===== src/rtl/spi_port_pkg.sv =====
package spi_port_pkg;

  localparam int unsigned ADDR_W = 3;

  localparam logic [ADDR_W-1:0] A_CFG  = 3'd0;
  localparam logic [ADDR_W-1:0] A_CFG2 = 3'd1;
  localparam logic [ADDR_W-1:0] A_BAUD = 3'd2;
  localparam logic [ADDR_W-1:0] A_STAT = 3'd3;
  localparam logic [ADDR_W-1:0] A_DATA = 3'd4;

  typedef struct packed {
    logic en;
    logic irq_en;
    logic master;
    logic cpol;
    logic cpha;
    logic lsb_first;
    logic ss_auto;
    logic fault_en;
  } spi_cfg_t;

endpackage


===== src/rtl/spi_sync.sv =====
module spi_sync #(
  parameter int unsigned W = 3,
  parameter logic [W-1:0] RST_VAL = '0
) (
  input  logic         clk,
  input  logic         rst_n,
  input  logic [W-1:0] d,
  output logic [W-1:0] q
);

  logic [W-1:0] meta_q;
  logic [W-1:0] sync_q;

  always_ff @(posedge clk or negedge rst_n) begin
    if (!rst_n) begin
      meta_q <= RST_VAL;
      sync_q <= RST_VAL;
    end else begin
      meta_q <= d;
      sync_q <= meta_q;
    end
  end

  assign q = sync_q;

endmodule


===== src/rtl/spi_regs.sv =====
module spi_regs
  import spi_port_pkg::*;
#(
  parameter int unsigned DATA_W = 8,
  parameter int unsigned DIV_W  = 8
) (
  input  logic              clk,
  input  logic              rst_n,
  input  logic              wr_en,
  input  logic              rd_en,
  input  logic [ADDR_W-1:0] addr,
  input  logic [DATA_W-1:0] wdata,
  output logic [DATA_W-1:0] rdata,
  input  logic              busy,
  input  logic              done_set,
  input  logic              fault_set,
  input  logic [DATA_W-1:0] rx_in,
  output spi_cfg_t          cfg,
  output logic [DIV_W-1:0]  half_div,
  output logic [DATA_W-1:0] tx_byte,
  output logic              start,
  output logic              done,
  output logic              fault
);

  spi_cfg_t          cfg_q, cfg_d;
  logic [DIV_W-1:0]  baud_q, baud_d;
  logic [DATA_W-1:0] tx_q, tx_d;
  logic [DATA_W-1:0] rx_q, rx_d;
  logic              done_q, done_d;
  logic              done_arm_q, done_arm_d;
  logic              fault_q, fault_d;
  logic              fault_arm_q, fault_arm_d;

  logic wr_cfg, wr_cfg2, wr_baud, wr_data, stat_rd, data_acc;

  assign wr_cfg   = wr_en && (addr == A_CFG);
  assign wr_cfg2  = wr_en && (addr == A_CFG2);
  assign wr_baud  = wr_en && (addr == A_BAUD);
  assign wr_data  = wr_en && (addr == A_DATA);
  assign stat_rd  = rd_en && (addr == A_STAT);
  assign data_acc = (wr_en || rd_en) && (addr == A_DATA);

  assign start = wr_data && cfg_q.en && cfg_q.master && !busy;

  always_comb begin
    cfg_d = cfg_q;
    if (wr_cfg) begin
      cfg_d.en        = wdata[7];
      cfg_d.irq_en    = wdata[6];
      cfg_d.master    = wdata[5];
      cfg_d.cpol      = wdata[4];
      cfg_d.cpha      = wdata[3];
      cfg_d.lsb_first = wdata[2];
      cfg_d.ss_auto   = wdata[1];
    end
    if (wr_cfg2) begin
      cfg_d.fault_en = wdata[0];
    end
    if (fault_set) begin
      cfg_d.master = 1'b0;
    end
  end

  always_comb begin
    baud_d = wr_baud ? wdata[DIV_W-1:0] : baud_q;
    tx_d   = (wr_data && !busy) ? wdata : tx_q;
    rx_d   = done_set ? rx_in : rx_q;
  end

  always_comb begin
    done_d     = done_q;
    done_arm_d = done_arm_q;
    if (stat_rd && done_q) begin
      done_arm_d = 1'b1;
    end
    if (data_acc && done_arm_q) begin
      done_d     = 1'b0;
      done_arm_d = 1'b0;
    end
    if (done_set) begin
      done_d     = 1'b1;
      done_arm_d = 1'b0;
    end
  end

  always_comb begin
    fault_d     = fault_q;
    fault_arm_d = fault_arm_q;
    if (stat_rd && fault_q) begin
      fault_arm_d = 1'b1;
    end
    if (wr_cfg && fault_arm_q) begin
      fault_d     = 1'b0;
      fault_arm_d = 1'b0;
    end
    if (fault_set) begin
      fault_d     = 1'b1;
      fault_arm_d = 1'b0;
    end
  end

  always_ff @(posedge clk or negedge rst_n) begin
    if (!rst_n) begin
      cfg_q       <= '0;
      baud_q      <= '0;
      tx_q        <= '0;
      rx_q        <= '0;
      done_q      <= 1'b0;
      done_arm_q  <= 1'b0;
      fault_q     <= 1'b0;
      fault_arm_q <= 1'b0;
    end else begin
      cfg_q       <= cfg_d;
      baud_q      <= baud_d;
      tx_q        <= tx_d;
      rx_q        <= rx_d;
      done_q      <= done_d;
      done_arm_q  <= done_arm_d;
      fault_q     <= fault_d;
      fault_arm_q <= fault_arm_d;
    end
  end

  always_comb begin
    rdata = '0;
    case (addr)
      A_CFG:  rdata[7:0] = {cfg_q.en, cfg_q.irq_en, cfg_q.master, cfg_q.cpol,
                            cfg_q.cpha, cfg_q.lsb_first, cfg_q.ss_auto, 1'b0};
      A_CFG2: rdata[7:0] = {7'b0, cfg_q.fault_en};
      A_BAUD: rdata[DIV_W-1:0] = baud_q;
      A_STAT: rdata[7:0] = {done_q, 2'b0, fault_q, 4'b0};
      A_DATA: rdata = rx_q;
      default: rdata = '0;
    endcase
  end

  assign cfg      = cfg_q;
  assign half_div = baud_q;
  assign tx_byte  = tx_q;
  assign done     = done_q;
  assign fault    = fault_q;


  done_latch_chk: assert property (@(posedge clk) disable iff (!rst_n)
    $rose(done_q) |-> rx_q == $past(rx_in));


  cfg2_pad_chk: assert property (@(posedge clk) disable iff (!rst_n)
    (addr == A_CFG2) |-> rdata[7:1] == 7'b0);


  fault_master_chk: assert property (@(posedge clk) disable iff (!rst_n)
    $rose(fault_q) |-> !cfg_q.master);

endmodule


===== src/rtl/spi_clkgen.sv =====
module spi_clkgen #(
  parameter int unsigned DIV_W = 8,
  parameter int unsigned BITS  = 8
) (
  input  logic             clk,
  input  logic             rst_n,
  input  logic             start,
  input  logic             abort,
  input  logic [DIV_W-1:0] half_div,
  output logic             busy,
  output logic             sclk_act,
  output logic             edge_p,
  output logic             finish
);

  localparam int unsigned HCW = $clog2(2*BITS + 1);
  localparam logic [HCW-1:0] LAST_HC = HCW'(2*BITS);

  logic             busy_q, busy_d;
  logic             sclk_q, sclk_d;
  logic [HCW-1:0]   hc_q, hc_d;
  logic [DIV_W-1:0] div_q, div_d;
  logic             tick;

  assign tick   = busy_q && (div_q == half_div) && !abort;
  assign edge_p = tick && (hc_q != LAST_HC);
  assign finish = tick && (hc_q == LAST_HC);

  always_comb begin
    busy_d = busy_q;
    sclk_d = sclk_q;
    hc_d   = hc_q;
    div_d  = div_q;
    if (abort) begin
      busy_d = 1'b0;
      sclk_d = 1'b0;
      hc_d   = '0;
      div_d  = '0;
    end else if (start && !busy_q) begin
      busy_d = 1'b1;
      sclk_d = 1'b0;
      hc_d   = '0;
      div_d  = '0;
    end else if (busy_q) begin
      if (tick) begin
        div_d = '0;
        if (finish) begin
          busy_d = 1'b0;
          hc_d   = '0;
        end else begin
          hc_d   = hc_q + HCW'(1);
          sclk_d = ~sclk_q;
        end
      end else begin
        div_d = div_q + DIV_W'(1);
      end
    end
  end

  always_ff @(posedge clk or negedge rst_n) begin
    if (!rst_n) begin
      busy_q <= 1'b0;
      sclk_q <= 1'b0;
      hc_q   <= '0;
      div_q  <= '0;
    end else begin
      busy_q <= busy_d;
      sclk_q <= sclk_d;
      hc_q   <= hc_d;
      div_q  <= div_d;
    end
  end

  assign busy     = busy_q;
  assign sclk_act = sclk_q;


  idle_level_chk: assert property (@(posedge clk) disable iff (!rst_n)
    finish |-> !sclk_q);

endmodule


===== src/rtl/spi_shifter.sv =====
module spi_shifter #(
  parameter int unsigned BITS = 8
) (
  input  logic                              clk,
  input  logic                              rst_n,
  input  logic                              clr,
  input  logic                              edge_p,
  input  logic                              wrap,
  input  logic                              cpha,
  input  logic                              lsb_first,
  input  logic                              sdi,
  input  logic [BITS-1:0]                   tx_byte,
  output logic                              sdo,
  output logic [BITS-1:0]                   rx_now,
  output logic [$clog2(2*BITS+1)-1:0]       edge_cnt,
  output logic                              byte_done
);

  localparam int unsigned IW = $clog2(BITS);
  localparam int unsigned EW = $clog2(2*BITS + 1);
  localparam logic [EW-1:0] LAST_E = EW'(2*BITS - 1);
  localparam logic [IW-1:0] TOP_I  = IW'(BITS - 1);

  logic [EW-1:0]   ec_q, ec_d;
  logic [IW-1:0]   di_q, di_d;
  logic [IW-1:0]   sc_q, sc_d;
  logic [BITS-1:0] rx_q, rx_d;
  logic            lead, samp, is_last, adv;
  logic [IW-1:0]   tx_pos, rx_pos;

  assign lead    = ~ec_q[0];
  assign samp    = lead ^ cpha;
  assign is_last = (ec_q == LAST_E);
  assign adv     = !samp && (ec_q != '0) && !is_last;
  assign tx_pos  = lsb_first ? di_q : TOP_I - di_q;
  assign rx_pos  = lsb_first ? sc_q : TOP_I - sc_q;
  assign sdo     = tx_byte[tx_pos];

  always_comb begin
    ec_d = ec_q;
    di_d = di_q;
    sc_d = sc_q;
    rx_d = rx_q;
    if (clr) begin
      ec_d = '0;
      di_d = '0;
      sc_d = '0;
    end else if (edge_p) begin
      if (samp) begin
        rx_d[rx_pos] = sdi;
        sc_d = sc_q + IW'(1);
      end
      if (adv) begin
        di_d = di_q + IW'(1);
      end
      if (is_last && wrap) begin
        ec_d = '0;
        di_d = '0;
        sc_d = '0;
      end else begin
        ec_d = ec_q + EW'(1);
      end
    end
  end

  always_ff @(posedge clk or negedge rst_n) begin
    if (!rst_n) begin
      ec_q <= '0;
      di_q <= '0;
      sc_q <= '0;
      rx_q <= '0;
    end else begin
      ec_q <= ec_d;
      di_q <= di_d;
      sc_q <= sc_d;
      rx_q <= rx_d;
    end
  end

  assign rx_now    = rx_d;
  assign edge_cnt  = ec_q;
  assign byte_done = edge_p && !clr && is_last;


  sample_count_chk: assert property (@(posedge clk) disable iff (!rst_n)
    (edge_p && !clr && is_last) |-> sc_q == (cpha ? TOP_I : IW'(0)));

endmodule


===== src/rtl/spi_port.sv =====
module spi_port
  import spi_port_pkg::*;
#(
  parameter int unsigned DATA_W = 8,
  parameter int unsigned DIV_W  = 8
) (
  input  logic              clk,
  input  logic              rst_n,
  input  logic              wr_en,
  input  logic              rd_en,
  input  logic [2:0]        addr,
  input  logic [DATA_W-1:0] wdata,
  output logic [DATA_W-1:0] rdata,
  output logic              irq,
  input  logic              sclk_i,
  output logic              sclk_o,
  output logic              sclk_oe,
  input  logic              mosi_i,
  output logic              mosi_o,
  output logic              mosi_oe,
  input  logic              miso_i,
  output logic              miso_o,
  output logic              miso_oe,
  input  logic              ss_i,
  output logic              ss_o,
  output logic              ss_oe
);

  localparam int unsigned EW = $clog2(2*DATA_W + 1);

  spi_cfg_t          cfg;
  logic [DIV_W-1:0]  half_div;
  logic [DATA_W-1:0] tx_byte, rx_now;
  logic              start, done, fault;
  logic              m_busy, m_sclk, m_edge, m_finish, m_abort;
  logic              sclk_s, ss_s, mosi_s, sclk_prev_q;
  logic              slave_sel, s_edge, s_done, m_fault;
  logic              sh_clr, sh_edge, sh_sdi, sh_sdo;
  logic [EW-1:0]     sh_cnt;
  logic              is_master;

  spi_sync #(.W(3), .RST_VAL(3'b010)) u_sync (
    .clk   (clk),
    .rst_n (rst_n),
    .d     ({sclk_i, ss_i, mosi_i}),
    .q     ({sclk_s, ss_s, mosi_s})
  );

  always_ff @(posedge clk or negedge rst_n) begin
    if (!rst_n) sclk_prev_q <= 1'b0;
    else        sclk_prev_q <= sclk_s;
  end

  assign is_master = cfg.en && cfg.master;
  assign slave_sel = cfg.en && !cfg.master && !ss_s;
  assign s_edge    = slave_sel && (sclk_s != sclk_prev_q);
  assign m_fault   = is_master && cfg.fault_en && !cfg.ss_auto && !ss_s;
  assign m_abort   = m_fault || !is_master;

  spi_regs #(.DATA_W(DATA_W), .DIV_W(DIV_W)) u_regs (
    .clk       (clk),
    .rst_n     (rst_n),
    .wr_en     (wr_en),
    .rd_en     (rd_en),
    .addr      (addr),
    .wdata     (wdata),
    .rdata     (rdata),
    .busy      (m_busy),
    .done_set  (is_master ? m_finish : s_done),
    .fault_set (m_fault),
    .rx_in     (rx_now),
    .cfg       (cfg),
    .half_div  (half_div),
    .tx_byte   (tx_byte),
    .start     (start),
    .done      (done),
    .fault     (fault)
  );

  spi_clkgen #(.DIV_W(DIV_W), .BITS(DATA_W)) u_clkgen (
    .clk      (clk),
    .rst_n    (rst_n),
    .start    (start),
    .abort    (m_abort),
    .half_div (half_div),
    .busy     (m_busy),
    .sclk_act (m_sclk),
    .edge_p   (m_edge),
    .finish   (m_finish)
  );

  assign sh_clr  = cfg.master ? start : !slave_sel;
  assign sh_edge = cfg.master ? m_edge : s_edge;
  assign sh_sdi  = cfg.master ? miso_i : mosi_s;

  spi_shifter #(.BITS(DATA_W)) u_shift (
    .clk       (clk),
    .rst_n     (rst_n),
    .clr       (sh_clr),
    .edge_p    (sh_edge),
    .wrap      (!cfg.master),
    .cpha      (cfg.cpha),
    .lsb_first (cfg.lsb_first),
    .sdi       (sh_sdi),
    .tx_byte   (tx_byte),
    .sdo       (sh_sdo),
    .rx_now    (rx_now),
    .edge_cnt  (sh_cnt),
    .byte_done (s_done)
  );

  assign sclk_o  = m_sclk ^ cfg.cpol;
  assign sclk_oe = is_master;
  assign mosi_o  = sh_sdo;
  assign mosi_oe = is_master;
  assign miso_o  = sh_sdo;
  assign miso_oe = slave_sel;
  assign ss_o    = !m_busy;
  assign ss_oe   = is_master && cfg.fault_en && cfg.ss_auto;
  assign irq     = cfg.irq_en && (done || fault);


  edge_total_chk: assert property (@(posedge clk) disable iff (!rst_n)
    m_finish |-> sh_cnt == EW'(2*DATA_W));


  miso_drive_chk: assert property (@(posedge clk) disable iff (!rst_n)
    miso_oe |-> (!cfg.master && !ss_s));


  fault_release_chk: assert property (@(posedge clk) disable iff (!rst_n)
    $rose(fault) |-> (!sclk_oe && !mosi_oe));


  ss_hold_chk: assert property (@(posedge clk) disable iff (!rst_n)
    (m_busy && m_edge) |-> (ss_o == 1'b0));

endmodule


===== config.mk =====
export PLATFORM = sky130hd
export DESIGN_NAME = spi_port
export DESIGN_NICKNAME = d
export VERILOG_FILES = /design/src/rtl/spi_port_pkg.sv /design/src/rtl/spi_sync.sv /design/src/rtl/spi_regs.sv /design/src/rtl/spi_clkgen.sv /design/src/rtl/spi_shifter.sv /design/src/rtl/spi_port.sv
export SDC_FILE = /design/constraint.sdc
export NUM_CORES = 1
export LEC_CHECK = 0
export ABC_AREA = 1
export BUFFER_PORTS_ARGS = -buffer_cell sky130_fd_sc_hd__buf_2
export CELL_PAD_IN_SITES_DETAIL_PLACEMENT = 1
export CELL_PAD_IN_SITES_GLOBAL_PLACEMENT = 2
export CORE_ASPECT_RATIO = 2
export CORE_UTILIZATION = 32
export CTS_CLUSTER_SIZE = 20
export DETAILED_ROUTE_END_ITERATION = 12
export PLACE_DENSITY_LB_ADDON = 0.1
export REMOVE_ABC_BUFFERS = 1
export SYNTH_ARGS = -nofsm -noshare
export SYNTH_HDL_FRONTEND = slang
export SYNTH_SLANG_ARGS = --single-unit
export TNS_END_PERCENT = 5

===== constraint.sdc =====
create_clock -name clk -period 1.7 [get_ports clk]
set_input_delay 0.34 -clock clk [delete_from_list [all_inputs] [get_ports clk]]
set_output_delay 0.34 -clock clk [all_outputs]
set_load 0.01 [all_outputs]

==> flow_summary.ini, run 1 <==
[setup_path]
reg2reg_from = u_sync.q[1]
path_max_fanout = 5
crit_slowest_cell = dfrtp_2
critical_path.top_delay_family = flip-flops
crit_top_cell = nand2_2
r2r_end = u_regs.rx_q[4]
r2r_cells = 10
critical_path_buf_inv_count = 3
critical_path.max_stage_delay_ns = 0.47
required_ns = 1.36
path_cells = inv_2 > nand2_2 > nand2_2 > buf_6 > o21ai_2 > o22ai_2 > nand2_1 > o31ai_2 > buf_2
arrival_ns = 1.72
r2r_setup_slack_ns = -0.05
criticalPathCategory = flop to output port
end_kind = output port
start_kind = flop

[global_route]
grtUsageMet3_pct = 2.80
grt_overflow_total = 0
grt_busiest_layer = met2
grt_pass1_vias = 4445
grtUsageTotal_pct = 21.6
grt_start_max_net_pins = 29
antenna_found_initial = 0
grt_pass1_wl_um = 22700
use_met1_pct = 20.8
use_met2_pct = 45.2

[floorplanning]
pin_count = 36
dieArea_sq_mm = 0.0137
design.core.area_sq_mm = 0.0129
die_h_um = 165
rows = 59
initial_utilization_pct = 32.8
die_w_um = 83.3

[placed_design]
dp_hpwl_um = 11300
place_ws_ns = -0.191
portBuffers = 35
place_congestion = 0.814

[yosys]
synth_edf_count = 0
synthCells = 550
synth.distinct_cells = 45
synth-seq-cells = 77
yosys_warnings = 0
ys.flop_type = dfrtp_1
netlist_area_sq_mm = 0.00423
async_flop_share_pct = 100
synth_area_per_cell_sq_um = 7.70
seq_area_frac_synth_pct = 45.6

[finish]
multi_input_area_sq_mm = 0.00218
regArea_sq_mm = 0.00193
syn2layout_area_growth_pct = 34.4
drive_gt1_share_pct = 30.3
nets = 695
final_util_pct = 44.0
n_antenna_cell = 0
fill_cells = 1600

[clocking]
cts_tree = yes
htree_levels = 3
cts-root-buf = clkbuf_16
numCtsBuffers = 9
clk_path_buf_depth = 2
clkTransAtPathRegs_ns = 0.06
clock_latency_ns = 0.34
clock_sinks = 77

[run]
cap_violations = 0

[worst_hold_path]
worstHoldStart = ss_i
whs_path_depth = 1
min_to = u_sync.meta_q[1]
hp-class = input port to flop

[timing]
drv_slew = 0
rsz0062_at_grt = true
period_share_pct = 121
setup_viol = 15
slew_headroom_pct = 67.3
fin_ws_ns = -0.359
tightest_slew_ns = 0.489
whs_ns = 0.0985
hold_violations = 0
finalSetupTns_ns = -1.15
max_freq_ghz = 0.486
finalCriticalPeriod_ns = 2.06
fin_skew_ns = 0.00743

[drt]
drt_pass1_iterations = 4
drt-total-wl_um = 13900
drtAntennaViolNets = 0
remaining_drc_errors = 0
vias = 4082
routed_via_density = 4.95
routedWlPerCell_um = 16.9
first_iter_violations = 132

[pwr]
power_mw = 6.97
leakagePower_nw = 2.85
power_density_mw_per_mm2 = 1230
vdd_ir_drop_max_mv = 0.690

[outcome]
violations = setup timing
status = finished, violations left
sequential cells by signal, indices dropped and copies added, names as in the netlist:
signal              count
u_clkgen.div_q          8
u_regs.cfg              8
u_regs.half_div         8
u_regs.rx_q             8
u_regs.tx_byte          8
u_shift.rx_q            8
u_clkgen.hc_q           5
u_shift.edge_cnt        5
u_shift.di_q            3
u_shift.sc_q            3
u_sync.meta_q           3
u_sync.q                3
sclk_prev_q             1
u_clkgen.busy           1
u_clkgen.sclk_act       1
u_regs.done             1
u_regs.done_arm_q       1
u_regs.fault            1
u_regs.fault_arm_q      1
layer usage:
| metal | up-vias | wire, um |
|---|---|---|
| li1 | 2025 | - |
| met1 | 2001 | 4950 |
| met2 | 37 | 8400 |
| met3 | 19 | 206 |
| met4 | 0 | 357 |
| met5 | - | 0 |
cell usage after synthesis, types with 2 or more instances:
cell type | number | area, sq um
dfstp_2 | 2 | 52.6
clkbuf_1 | 5 | 18.8
nor3_1 | 6 | 30.0
o22ai_1 | 2 | 12.5
inv_1 | 55 | 206
xor2_1 | 11 | 96.3
nand3_1 | 45 | 225
a21oi_1 | 9 | 45.0
nor2_1 | 30 | 113
o21ai_0 | 36 | 180
ha_1 | 7 | 87.6
o21ai_1 | 5 | 25.0
o221ai_1 | 3 | 26.3
a31oi_1 | 2 | 12.5
nand4_1 | 18 | 113
nand2_4 | 3 | 33.8
nand3_2 | 2 | 20.0
o211ai_1 | 4 | 30.0
nand2_2 | 6 | 37.5
o31ai_1 | 2 | 15.0
dfrtp_1 | 75 | 1880
nand2_1 | 188 | 706
inv_2 | 3 | 11.3
xnor2_1 | 5 | 43.8
buf_4 | 3 | 22.5
buf_6 | 2 | 22.5
o21bai_1 | 2 | 15.0
or2_2 | 2 | 12.5
cell families after synthesis:
group	share of synthesized area, %
adder cells (fa/ha/maj)	2.07
AO/OA/AOI/OAI	9.55
XOR/XNOR	3.31
flip-flops	45.6
AND/OR/NAND/NOR	32.2
buffers and inverters	7.33
power breakdown:
group,switching (mW),internal (mW),leakage (nW)
combinational,1.60,1.14,1.77
sequential,0.324,2.17,0.953
clock,0.753,0.978,0.125
total,2.68,4.29,2.85
cell type report:
type / instances / area share (%)
Multi-Input combinational cell: 401 / 38.3
Sequential cell: 77 / 33.9
Timing Repair Buffer: 120 / 15.8
Clock buffer: 11 / 4.09
Inverter: 60 / 4.03
Tap cell: 152 / 3.34
Clock inverter: 4 / 0.462
layout by cell type, fill, tap and decap left out, drive strengths merged, types with 2 or more instances in the layout:
| cell | netlist | final |
|---|---|---|
| a31oi | 2 | 2 |
| nor3 | 7 | 7 |
| or2 | 3 | 3 |
| nand2 | 197 | 197 |
| nand3 | 48 | 48 |
| ha | 7 | 7 |
| o22ai | 2 | 2 |
| xor2 | 11 | 11 |
| xnor2 | 5 | 5 |
| o31ai | 2 | 2 |
| nand4 | 18 | 18 |
| nor2 | 32 | 32 |
| inv | 58 | 58 |
| o221ai | 3 | 3 |
| clkinv | 2 | 5 |
| o211ai | 4 | 4 |
| a21oi | 9 | 9 |
| o21bai | 2 | 2 |
| o21ai | 41 | 41 |
| dfstp | 2 | 2 |
| buf | 7 | 119 |
| clkbuf | 5 | 11 |
| dfrtp | 75 | 75 |
stage by stage:
stage / instance area [sq um] / instances
2_1_floorplan: 4150 / 538
3_3_place_gp: 5190 / 808
3_5_place_dp: 5190 / 808
4_1_cts: 5550 / 825
5_1_grt: 5690 / 825
6_report: 5690 / 825
repair_timing:
| item | 4_1_cts | 5_1_grt |
|---|---|---|
| resized for setup | 27 | 40 |
| hold buffers | 1 | 0 |
| setup buffers | 1 | 0 |
| cloned | 0 | 0 |
| pin swaps | 4 | 10 |
| endpoints found under the setup margin | 40 | 54 |
| hold endpoints to repair | 26 | 0 |
worst max-delay path by stage:
stage                        from           endpoint  slack, ns  depth (start not counted)
floorplan           u_regs.cfg[2]             miso_o      -0.29                          7
CTS                 u_regs.cfg[2]             mosi_o      -0.39                          6
detailed placement        addr[0]  u_clkgen.div_q[1]      -0.19                          9
global placement          addr[0]           rdata[7]      -0.15                          7
finish              u_regs.cfg[2]             mosi_o      -0.36                          9
global route        u_regs.cfg[2]             mosi_o      -0.47                          9
Power figures use the tool's default switching activity.
==> run 2: changes to the inputs <==
--- a/config.mk
+++ b/config.mk
@@ -7,11 +7,11 @@
 export LEC_CHECK = 0
 export ABC_AREA = 1
-export BUFFER_PORTS_ARGS = -buffer_cell sky130_fd_sc_hd__buf_2
 export CELL_PAD_IN_SITES_DETAIL_PLACEMENT = 1
 export CELL_PAD_IN_SITES_GLOBAL_PLACEMENT = 2
 export CORE_ASPECT_RATIO = 2
-export CORE_UTILIZATION = 32
+export CORE_UTILIZATION = 34
 export CTS_CLUSTER_SIZE = 20
 export DETAILED_ROUTE_END_ITERATION = 12
+export DONT_BUFFER_PORTS = 1
 export PLACE_DENSITY_LB_ADDON = 0.1
 export REMOVE_ABC_BUFFERS = 1
==> constraint.sdc (replaced) <==
create_clock -name clk -period 1.7 [get_ports clk]
set_input_delay 0.34 -clock clk [delete_from_list [all_inputs] [get_ports clk]]
set_output_delay 0.34 -clock clk [all_outputs]
set_load 0.05 [all_outputs]
==> flow_summary.ini, run 2 (synthesis gave the netlist of run 1 again) <==
[finish]
n_antenna_cell = 0
syn2layout_area_growth_pct = 34.9
drive_gt1_share_pct = 26.7
nets = 668
regArea_sq_mm = 0.00193
layout_common_cells = 177 x nand2_1, 74 x dfrtp_1, 69 x buf_4, 46 x inv_1, 44 x nand3_1
multi_input_area_sq_mm = 0.00223
final_common_cell = nand2_1
fill_cells = 1504

[global_route]
grt_overflow_total = 0
grt_pass1_wl_um = 22600
grtUsageTotal_pct = 23.7
grt_start_max_net_pins = 78
antenna_found_initial = 0
grt_pass1_vias = 4486

[drt]
first_iter_violations = 145
drtAntennaViolNets = 0
routed_via_density = 5.03
drt-total-wl_um = 13800
drt_pass1_iterations = 4
vias = 3997
routedWlPerCell_um = 17.4
remaining_drc_errors = 0

[clocking]
htree_levels = 3
clkTransAtPathRegs_ns = 0.06
clock_sinks = 77
numCtsBuffers = 9
cts-root-buf = clkbuf_16
clk_path_buf_depth = 2
postCtsHoldBufs = 1
cts_tree = yes
clock_latency_ns = 0.34

[timing]
finalCriticalPeriod_ns = 2.11
whs_ns = -0.311
fin_ws_ns = -0.412
fin_skew_ns = 0.00549
tightest_slew_ns = 0.546
max_freq_ghz = 0.473
finalSetupTns_ns = -1.31
period_share_pct = 124
setup_viol = 11
slew_headroom_pct = 63.5
drv_slew = 0
rsz0062_at_grt = true
hold_violations = 77

[placed_design]
place_ws_ns = -0.159
dp_hpwl_um = 10800
portBuffers = 0
place_congestion = 0.886

[setup_path]
worstSetupStartpoint = u_shift.di_q[0]
r2r_cells = 15
arrival_ns = 1.77
reg2reg_from = u_regs.cfg[2]
r2r_end = u_regs.rx_q[4]
start_kind = flop
required_ns = 1.36
r2r_setup_slack_ns = -0.03
path_max_fanout = 5
end_kind = output port
criticalPathCategory = flop to output port
critical_path.endpoint = mosi_o

[outcome]
violations = hold timing, setup timing
status = finished, violations left

[pwr]
power_mw = 7.79
power_density_mw_per_mm2 = 1370
leakagePower_nw = 2.79
vdd_ir_drop_max_mv = 0.672

[floorplanning]
die_h_um = 160
initial_utilization_pct = 34.9
rows = 57
die_w_um = 80.9
design.core.area_sq_mm = 0.0121
pin_count = 36
dieArea_sq_mm = 0.0129

[run]
cap_violations = 0

[worst_hold_path]
hp-class = input port to async pin
## run 2: cell count changes in the layout (fill, tap and decap cells not counted), moves of 4 or more
cell     previous run  this run
nand2_2            20        11
nand2_4             2         8
buf_2              34         0
buf_6               8        19
buf_4              73        69
## run 2: how the worst min path moves through the flow
stage,from,slack (ns),endpoint
floorplan,rst_n,0.04,sclk_prev_q
global placement,rst_n,0.05,u_clkgen.hc_q[3]
detailed placement,rst_n,0.05,u_clkgen.hc_q[4]
CTS,rst_n,-0.32,u_clkgen.hc_q[3]
global route,rst_n,-0.33,u_clkgen.hc_q[3]
finish,rst_n,-0.31,u_clkgen.hc_q[3]
## run 2: cell type report
class                   count  area share (%)
inverters                  60            4.10
repair buffers             93            14.3
flip-flops and latches     77            33.8
clock buffers              10            4.01
clock inverters             6            1.53
multi-input cells         401            39.0
well taps                 147            3.22
## run 2: layer usage
layer | up-vias | share of wire [%] | track usage (%)
met3 | 30 | 2.4 | 4.06
met5 | - | 0 | 0
li1 | 1968 | - | -
met4 | 0 | 3.9 | 11.2
met1 | 1932 | 35 | 22.7
met2 | 67 | 59 | 46.0
## run 2: worst max-delay path, stage by stage, from the launching register on
cell and delay, ns:
dfrtp_1 0.42, inv_1 0.09, nand2_1 0.10, nand2_4 0.10
inv_4 0.05, o21ai_2 0.14, a21oi_2 0.06, o31ai_4 0.26
buf_12 0.21
## run 2: stage by stage
stage | util [%] | hold slack [ns] | instances | instance area (sq um)
floorplan | - | 0.0444 | 538 | 4150
global placement | 41.7 | 0.0464 | 773 | 5050
detailed placement | 41.7 | 0.0464 | 773 | 5050
CTS | 46.1 | -0.321 | 792 | 5590
global route | 47.1 | -0.328 | 794 | 5710
finish | 47.1 | -0.311 | 794 | 5710
## run 2: repair_timing
action                                 CTS  global route
endpoints found under the hold margin   78            77
cloned                                   0             0
pin swaps                                9             8
gates resized for setup                 51            29
buffers inserted                         2             2
setup endpoints to repair               32            55
## run 2: power by group
| group | total, mW | internal (mW) | switching (mW) | leakage [nW] |
|---|---|---|---|---|
| Sequential | 2.48 | 2.17 | 0.305 | 0.953 |
| Clock | 2.08 | 1.28 | 0.799 | 0.145 |
| Combinational | 3.23 | 1.29 | 1.94 | 1.69 |
